### src/rtl/rx_sample_ctl_pkg.sv
package rx_sample_ctl_pkg;

    localparam int WORD_W   = 32;
    localparam int SMP_W    = 3;
    localparam int QUAL_BIT = 23;

    // Field layout of the control word, most significant bit first.
    typedef struct packed {
        logic             pwr_save;      // 31
        logic             clk_pull_off;  // 30
        logic [2:0]       rsv_hi;        // 29:27
        logic [SMP_W-1:0] sample;        // 26:24
        logic             qual;          // 23, strobe only
        logic             auto_en;       // 22
        logic             fast_path;     // 21
        logic [1:0]       rsv_mid;       // 20:19
        logic [2:0]       clk_div;       // 18:16
        logic             clk_out;       // 15
        logic             irq_fwd;       // 14
        logic             irq_en;        // 13
        logic [4:0]       irq_idx;       // 12:8
        logic [4:0]       rsv_lo;        // 7:3
        logic             opt_off;       // 2
        logic             loopback;      // 1
        logic             soft_reset;    // 0
    } ctrl_t;

    localparam logic [WORD_W-1:0] RESET_WORD = 32'h0300_0000;
    localparam logic [WORD_W-1:0] PLAIN_MASK = 32'hC067_FF07;
    localparam logic [WORD_W-1:0] SMP_MASK   = 32'h0700_0000;

    // Clear every bit that is not storage.
    function automatic ctrl_t scrub(ctrl_t c);
        ctrl_t r;
        r         = c;
        r.rsv_hi  = '0;
        r.rsv_mid = '0;
        r.rsv_lo  = '0;
        r.qual    = 1'b0;
        return r;
    endfunction

    // Next stored value after a word write.
    function automatic ctrl_t merge(ctrl_t old, logic [WORD_W-1:0] w);
        logic [WORD_W-1:0] sel;
        logic [WORD_W-1:0] o;
        sel = PLAIN_MASK | (w[QUAL_BIT] ? SMP_MASK : '0);
        o   = old;
        return scrub(ctrl_t'((o & ~sel) | (w & sel)));
    endfunction

endpackage

### src/rtl/rsc_field_store.sv
module rsc_field_store
    import rx_sample_ctl_pkg::*;
(
    input  logic              clk,
    input  logic              rst,
    input  logic              wr_en,
    input  logic [WORD_W-1:0] wr_word,
    output ctrl_t             state
);

    always_ff @(posedge clk) begin
        if (rst) begin
            state <= ctrl_t'(RESET_WORD);
        end else if (wr_en) begin
            state <= merge(state, wr_word);
        end
    end

endmodule

### src/rtl/rsc_read_view.sv
module rsc_read_view
    import rx_sample_ctl_pkg::*;
(
    input  ctrl_t             state,
    output logic [WORD_W-1:0] rd_word
);

    always_comb begin
        rd_word = scrub(state);
    end

endmodule

### src/rtl/rsc_sample_sel.sv
module rsc_sample_sel #(
    parameter int W = 3
) (
    input  logic         auto_en,
    input  logic [W-1:0] forced_val,
    input  logic [W-1:0] auto_val,
    output logic [W-1:0] chosen
);

    always_comb begin
        chosen = auto_en ? auto_val : forced_val;
    end

endmodule

### src/rtl/rx_sample_ctl_reg.sv
module rx_sample_ctl_reg
    import rx_sample_ctl_pkg::*;
(
    input  logic              clk,
    input  logic              rst,
    input  logic              reg_wr,
    input  logic [WORD_W-1:0] reg_wdata,
    output logic [WORD_W-1:0] reg_rdata,
    input  logic [SMP_W-1:0]  auto_sample,
    output logic [SMP_W-1:0]  eff_sample,
    output logic              soft_reset,
    output logic              loopback,
    output logic              fast_path
);

    ctrl_t state;

    rsc_field_store u_store (
        .clk     (clk),
        .rst     (rst),
        .wr_en   (reg_wr),
        .wr_word (reg_wdata),
        .state   (state)
    );

    rsc_read_view u_view (
        .state   (state),
        .rd_word (reg_rdata)
    );

    rsc_sample_sel #(.W(SMP_W)) u_sel (
        .auto_en    (state.auto_en),
        .forced_val (state.sample),
        .auto_val   (auto_sample),
        .chosen     (eff_sample)
    );

    assign soft_reset = state.soft_reset;
    assign loopback   = state.loopback;
    assign fast_path  = state.fast_path;

endmodule

### config.mk
export PLATFORM = sky130hd
export DESIGN_NAME = rx_sample_ctl_reg
export DESIGN_NICKNAME = d
export VERILOG_FILES = /design/src/rtl/rx_sample_ctl_pkg.sv /design/src/rtl/rsc_field_store.sv /design/src/rtl/rsc_read_view.sv /design/src/rtl/rsc_sample_sel.sv /design/src/rtl/rx_sample_ctl_reg.sv
export SDC_FILE = /design/constraint.sdc
export NUM_CORES = 1
export LEC_CHECK = 0
export BUFFER_PORTS_ARGS = -buffer_cell sky130_fd_sc_hd__clkbuf_2
export CORE_AREA = 8 8 59 61
export CTS_CLUSTER_DIAMETER = 50
export DETAILED_ROUTE_END_ITERATION = 16
export DIE_AREA = 0 0 67 69
export PLACE_DENSITY = 0.76
export SLEW_MARGIN = 20
export SYNTH_ARGS = -nofsm -noshare
export SYNTH_HDL_FRONTEND = slang
export SYNTH_SLANG_ARGS = --single-unit
### constraint.sdc
create_clock -name clk -period 1 [get_ports clk]
set_input_delay 0.1 -clock clk [delete_from_list [all_inputs] [get_ports clk]]
set_output_delay 0.1 -clock clk [all_outputs]
set_load 0.005 [all_outputs]
After elaboration in Yosys (flattened, before gate mapping)
Index checks and enable logic that the tools add are counted.

Bits in registers: 21. Bits of input ports: 38. Output and inout port bits: 38. Logic and storage cells: 19.

Multiplexer cells: 2. Bitwise logic cells: 4.

Operator list (count): $and 32x32->32 (2); $not 32->32 (1); $or 32x32->32 (1); $mux 27 (1); $mux 3 (1).

Longest topological paths before layout
Gate-level depths: netlist of the first run.

Word-level depth: 4. Gate-level depth with buffers: 4.

By module
A second synthesis of the first run with hierarchy kept.

Cell total of the unflattened synthesis: 118. Area, all modules: 1141.1 µm².

By module, submodules not included: rsc_field_store (instances 1, cells each 82, area an instance 863.3 µm²); rsc_read_view (instances 1, cells each 33, area an instance 244.0 µm²); rsc_sample_sel (instances 1, cells each 3, area an instance 33.8 µm²).

Worst setup path before layout of the first run
OpenSTA, ideal clock, no wires.

Kind: reg-to-output. Start: reg u_store.state[22] (netlist name). End: out eff_sample[0]. Arrival: 0.721 ns. Required time: 0.900 ns. Slack: 0.179 ns. Stages on the path, launching flop included: 2. Path through: dfxtp_1 mux2_2.

Word-level cells in the longest chain between the ends: 1.

RTL lines: $mux 3 (RTL line rsc_sample_sel.sv:11) `chosen = auto_en ? auto_val : forced_val;`; to (decl) (RTL line rx_sample_ctl_reg.sv:10) `output logic [SMP_W-1:0] eff_sample,`.

No other way between the ends.

Worst setup path after layout of the first run
Start: reg u_store.state[22] (netlist name). End: out eff_sample[1].

Word-level cells in the longest chain between the ends: 1.

RTL lines (RTL line): $mux 3 (rsc_sample_sel.sv:11).

No other way between the ends.

==> summary.log, run 1 <==
[sta] post-route clock period utilization 121%
[routing] First DRT Iteration DRCs 4
[setup_path] Setup crit end kind output port
[sta] Pins Over Slew Limit 0
[logic_synthesis] synthesized area 927 um^2
[global_routing] overall routing resource usage 10.1%
[power_and_ir_drop] net load switching power 401 uW
[power_and_ir_drop] internal power 1200 uW
[clock_tree] H-tree level count 1
[sta] final setup violation count 3
[place] pre-CTS setup slack 0.0373 ns
[global_routing] vias in the first global route 866
[floorplanning] overall die height 69 um
[floorplanning] horizontal die dimension 67 um
[power_and_ir_drop] sw frac 25.1%
[floorplanning] effective utilization at floorplan 35.5%
[floorplanning] I/O pins 76
[setup_path] arrival time reported for the critical path endpoint 1.11 ns
[routing] DRC viols 0
[logic_synthesis] synthesized netlist cell count 89
[power_and_ir_drop] cell leakage power 0.000661 uW
[setup_path] Data required, critical path 0.90 ns
[setup_path] Setup Crit Path Kind reg -> out
[global_routing] pin count of the biggest net entering global routing 14
[clock_tree] Sink Count 21
[clock_tree] clock tree from TritonCTS built
[routing] Routed WL 2300 um
[routing] First-pass DRT Iterations 4
[power_and_ir_drop] Peak supply drop 0.000730 V
[sta] worst setup margin -0.214 ns
[final_layout] ANT cells 0
[routing] Post-DRT Antenna Nets 0
[routing] average wire per cell in the routed design 13.5 um
[min_path] worst hold path type in -> reg
[logic_synthesis] Seq cells post-synth 21
[setup_path] depth of the worst register-to-register path 2
[power_and_ir_drop] clock share of power 24.7%
[logic_synthesis] Synth cell types 16
[clock_tree] Post-CTS Setup Repair Bufs 0
[run_status] failing checks setup timing
[logic_synthesis] number of synthesis warnings 0
[routing] number of vias after detailed routing 756
[power_and_ir_drop] part of the total power dissipated in combinational logic 17.9%
[clock_tree] worst-skew pair later-pin latency 0.29 ns
[final_layout] commonest cells after routing, fill and taps aside clkbuf_2 (54), dfxtp_1 (20), mux2i_1 (18), nor2_1 (18), conb_1 (11)
[power_and_ir_drop] relative contribution of sequential cells to total power 57.4%
[global_routing] antenna violations before repair 0
[sta] highest clock frequency the design can meet 823 MHz
[clock_tree] register clock-pin slew on the reported worst setup and hold paths 0.11 ns
[final_layout] fraction of layout instances using a drive strength above 1 46.4%
[global_routing] gr ovfl total 0
[run_status] status finished with violations
[routing] Avg Vias per Cell 4.42
[final_layout] number of nets in the layout 179
[sta] setup repair after global routing missed its margin true
[min_path] worst hold path cell count 3
[sta] Hold Vio Cnt, Final 0
[place] Cell Count Post-Placement 167
[place] Buffers on Ports 54
[final_layout] area growth from synthesis to final layout 27.9%
[power_and_ir_drop] Pwr Density 1350 mW/mm^2
[logic_synthesis] portion of the post-synthesis area used by sequential elements 45.3%
[final_layout] leading cell type in the layout, fill and taps excluded clkbuf_2
[floorplanning] FP Rows 19
[job] # Max-Cap Violations 0
[clock_tree] TritonCTS Buffers 3
[global_routing] first-pass GRT wire length 3820 um
[floorplanning] Core Footprint 0.00262 mm^2
[clock_tree] maximum clock insertion buffer count 2
[sta] clock skew 0 ns
[final_layout] Finished Layout Cells 171
[setup_path] worst-path fanout max 5
[clock_tree] cell at the root of the clock tree clkbuf_4
[sta] final period demand of the worst path 1.21 ns
[floorplanning] overall die area 0.00462 mm^2
[logic_synthesis] average footprint of a synthesized cell 10.4 um^2
[place] last weighted congestion value of the routability-driven placer 0.674
[place] total half-perimeter wirelength after legalization and detailed placement 1880 um
[clock_tree] CTS Hold Bufs 0
[setup_path] kind of start point of the critical path flip-flop
## synth_stat cells
master	instances	area, um^2
a21oi_2	1	8.76
nand2_1	1	3.75
buf_12	1	20.0
buf_6	2	22.5
dfxtp_1	21	420
mux2_2	3	33.8
buf_2	1	5.00
clkbuf_1	1	3.75
buf_4	15	113
mux2i_1	18	180
and3_1	2	12.5
conb_1	1	3.75
a211o_1	2	17.5
nand3_1	1	5.00
a21bo_1	1	10.0
nor2_1	18	67.6
## power by group through the flow
stage / Sequential (uW) / Clock [uW] / Combinational [uW]
4_1_cts: 918 / 419 / 291
2_1_floorplan: 938 / 0 / 183
5_1_grt: 925 / 450 / 321
3_5_place_dp: 936 / 0 / 283
6_report: 918 / 395 / 286
3_3_place_gp: 932 / 0 / 271
## worst paths after layout
kind | end | slack, ns | from
worst min register to register | u_store.state[11] | 0.50 | u_store.state[11]
worst min-delay path | u_store.state[9] | 0.04 | reg_wdata[9]
worst max register to register | flip-flop | 0.25 | flip-flop
worst max-delay path | eff_sample[1] | -0.21 | u_store.state[22]
## through the flow
stage | TNS (ns) | cell area (um^2) | hold WS (ns) | util (%) | total power, uW
2_1_floorplan | 0 | 965 | 0.194 | - | 1120
3_3_place_gp | 0 | 1140 | 0.334 | 43.8 | 1200
3_5_place_dp | 0 | 1140 | 0.346 | 43.8 | 1220
4_1_cts | -0.656 | 1190 | 0.0289 | 45.4 | 1630
5_1_grt | -0.734 | 1190 | 0.0329 | 45.4 | 1700
6_report | -0.623 | 1190 | 0.0355 | 45.4 | 1600
## cell type report
class | instances | area, um^2
tap | 31 | 38.8
sequential | 21 | 424
clock buffer | 4 | 26.3
multi-input combinational | 58 | 392
timing repair buffer | 57 | 305
fill | 264 | 1430
## critical path, cell delays in order (launching register included)
cell and delay [ns]:
dfxtp_4 0.40, mux2_4 0.31, clkbuf_2 0.11
## per-layer routing
metal / GRT usage, % / share of wire (%) / vias up
li1: - / - / 368
met1: 10.3 / 38 / 341
met2: 18.2 / 48 / 45
met3: 3.88 / 13 / 2
met4: 2.79 / 0.61 / 0
met5: 0 / 0 / -
## repair_timing
action	in CTS	in global routing
cloned	0	0
setup endpoints to repair	3	3
pin swaps	0	0
gates resized for setup	5	0
## logic make-up (layout without fill, tap and decap cells)
| kind of cell | after synthesis | in the layout | synth area share [%] |
|---|---|---|---|
| other | 1 | 11 | 0.404 |
| multiplexers | 21 | 21 | 23.1 |
| AND/OR/NAND/NOR | 22 | 22 | 9.58 |
| flip-flops | 21 | 21 | 45.3 |
| AO/OA/AOI/OAI | 4 | 4 | 3.91 |
| buffers and inverters | 20 | 61 | 17.7 |
No activity file was read; power rests on OpenSTA's default activity.
==> inputs of run 2 (changes only) <==
--- a/config.mk
+++ b/config.mk
@@ -6,12 +6,13 @@
 export NUM_CORES = 1
 export LEC_CHECK = 0
 export BUFFER_PORTS_ARGS = -buffer_cell sky130_fd_sc_hd__clkbuf_2
-export CORE_AREA = 8 8 59 61
+export CORE_AREA = 8 8 62 64
 export CTS_CLUSTER_DIAMETER = 50
 export DETAILED_ROUTE_END_ITERATION = 16
-export DIE_AREA = 0 0 67 69
-export PLACE_DENSITY = 0.76
+export DIE_AREA = 0 0 70 72
+export PLACE_DENSITY = 0.77
 export SLEW_MARGIN = 20
 export SYNTH_ARGS = -nofsm -noshare
 export SYNTH_HDL_FRONTEND = slang
+export SYNTH_HIERARCHICAL = 1
 export SYNTH_SLANG_ARGS = --single-unit
==> summary.log, run 2 <==
[clock_tree] Sink Count 21
[sta] Hold Vio Cnt, Final 0
[floorplanning] Core Footprint 0.00290 mm^2
[power_and_ir_drop] Pwr Density 1310 mW/mm^2
[logic_synthesis] synthesized netlist cell count 106
[sta] setup repair after global routing missed its margin true
[power_and_ir_drop] net load switching power 400 uW
[floorplanning] I/O pins 76
[floorplanning] effective utilization at floorplan 36.3%
[routing] Avg Vias per Cell 4.26
[power_and_ir_drop] cell leakage power 0.000678 uW
[logic_synthesis] number of synthesis warnings 6
[routing] First DRT Iteration DRCs 9
[min_path] worst hold path cell count 3
[sta] final setup violation count 4
[sta] Pins Over Slew Limit 0
[run_status] failing checks setup timing
[setup_path] Data required, critical path 0.90 ns
[routing] number of vias after detailed routing 741
[power_and_ir_drop] relative contribution of sequential cells to total power 56.6%
[place] last weighted congestion value of the routability-driven placer 0.608
[setup_path] Setup crit end kind output port
[final_layout] area occupied by registers 424 um^2
[routing] Routed WL 2200 um
[clock_tree] register clock-pin slew on the reported worst setup and hold paths 0.11 ns
[place] total half-perimeter wirelength after legalization and detailed placement 1790 um
[floorplanning] overall die area 0.00504 mm^2
[final_layout] fraction of layout instances using a drive strength above 1 46.8%
[floorplanning] FP Rows 20
[global_routing] antenna violations before repair 0
[routing] Post-DRT Antenna Nets 0
[setup_path] arrival time reported for the critical path endpoint 1.11 ns
[power_and_ir_drop] Peak supply drop 0.000585 V
[final_layout] Multi-input gate area 392 um^2
[final_layout] area growth from synthesis to final layout 16.7%
[setup_path] Setup Crit Path Kind reg -> out
[floorplanning] horizontal die dimension 70 um
[min_path] worst hold path type in -> reg
[sta] worst hold slack after final layout 0.0341 ns
[routing] DRC viols 0
[sta] highest clock frequency the design can meet 828 MHz
[sta] clock skew 0 ns
[sta] worst setup margin -0.208 ns
[final_layout] commonest cells after routing, fill and taps aside clkbuf_2 (51), dfxtp_1 (20), mux2i_1 (18), nor2_1 (18), conb_1 (11)
[clock_tree] maximum clock insertion buffer count 2
[final_layout] leading cell type in the layout, fill and taps excluded clkbuf_2
[global_routing] vias in the first global route 797
[global_routing] pin count of the biggest net entering global routing 21
[final_layout] share of the core filled with cells 42.4%
[clock_tree] clock tree from TritonCTS built
[place] Buffers on Ports 54
[final_layout] number of nets in the layout 180
[global_routing] overall routing resource usage 8.35%
[final_layout] Filler Cells Inserted 303
[logic_synthesis] average footprint of a synthesized cell 9.95 um^2
[sta] post-route clock period utilization 121%
[setup_path] kind of start point of the critical path flip-flop
[power_and_ir_drop] sw frac 24.7%
[clock_tree] cell at the root of the clock tree clkbuf_4
[power_and_ir_drop] part of the total power dissipated in combinational logic 19.0%
[clock_tree] worst-skew pair later-pin latency 0.29 ns
[setup_path] worst-path fanout max 4
[setup_path] depth of the worst register-to-register path 4
[routing] average wire per cell in the routed design 12.6 um
[sta] final period demand of the worst path 1.21 ns
[floorplanning] overall die height 72 um
[clock_tree] CTS Hold Bufs 0
[run_status] status finished with violations
[clock_tree] H-tree level count 1
[power_and_ir_drop] clock share of power 24.4%
[power_and_ir_drop] internal power 1220 uW
[routing] First-pass DRT Iterations 2
[final_layout] ANT cells 0
[global_routing] gr ovfl total 0
[logic_synthesis] synthesized area 0.00105 mm^2
[job] # Max-Cap Violations 0
[clock_tree] TritonCTS Buffers 3
[global_routing] first-pass GRT wire length 3520 um
[run 2: per-layer routing]
metal	vias to the layer above	track usage (%)	share of wire, %
met5	-	0	0
met4	0	2.01	0
met3	0	6.28	16
met2	41	14.0	45
met1	328	8.01	38
li1	372	-	-
[run 2: metrics by stage]
stage	area [um^2]	TNS, ns	cells	setup WS (ns)	power (uW)
after detailed placement	1160	0	169	0.0441	1220
after global placement	1160	0	169	0.0418	1210
final	1230	-0.721	174	-0.208	1620
after CTS	1200	-0.709	173	-0.228	1640
after global routing	1230	-0.910	174	-0.256	1710
after floorplan	1090	0	116	0.179	1170
[run 2: path summary, 6_finish.rpt]
check             slack (ns)         startpoint                 to
setup / recovery       -0.21  u_store/state[22]      eff_sample[2]
setup reg to reg        0.12  u_store/state[22]  u_store/state[22]
hold / removal          0.03      reg_wdata[11]  u_store/state[11]
hold reg to reg         0.50   u_store/state[2]   u_store/state[2]
[run 2: power by group through the flow]
stage	registers [uW]	clock network (uW)	logic, uW
finish	915	395	308
global route	922	447	343
CTS	916	429	296
detailed placement	934	0	288
global placement	933	0	282
floorplan	930	0	243
[run 2: area by class of cell]
type | instances | share of cell area [%]
tap | 33 | 3.35
sequential | 21 | 34.5
multi-input combinational | 58 | 31.8
timing repair buffer | 58 | 28.3
clock buffer | 4 | 2.13
[run 2: what timing repair did]
item | 4_1_cts | 5_1_grt
setup buffers | 0 | 1
endpoints found under the setup margin | 4 | 4
resized for setup | 5 | 6
[run 2: critical path: stages, from the launching register on]
cell	delay, ns
dfxtp_4	0.39
mux2_4	0.31
buf_6	0.12
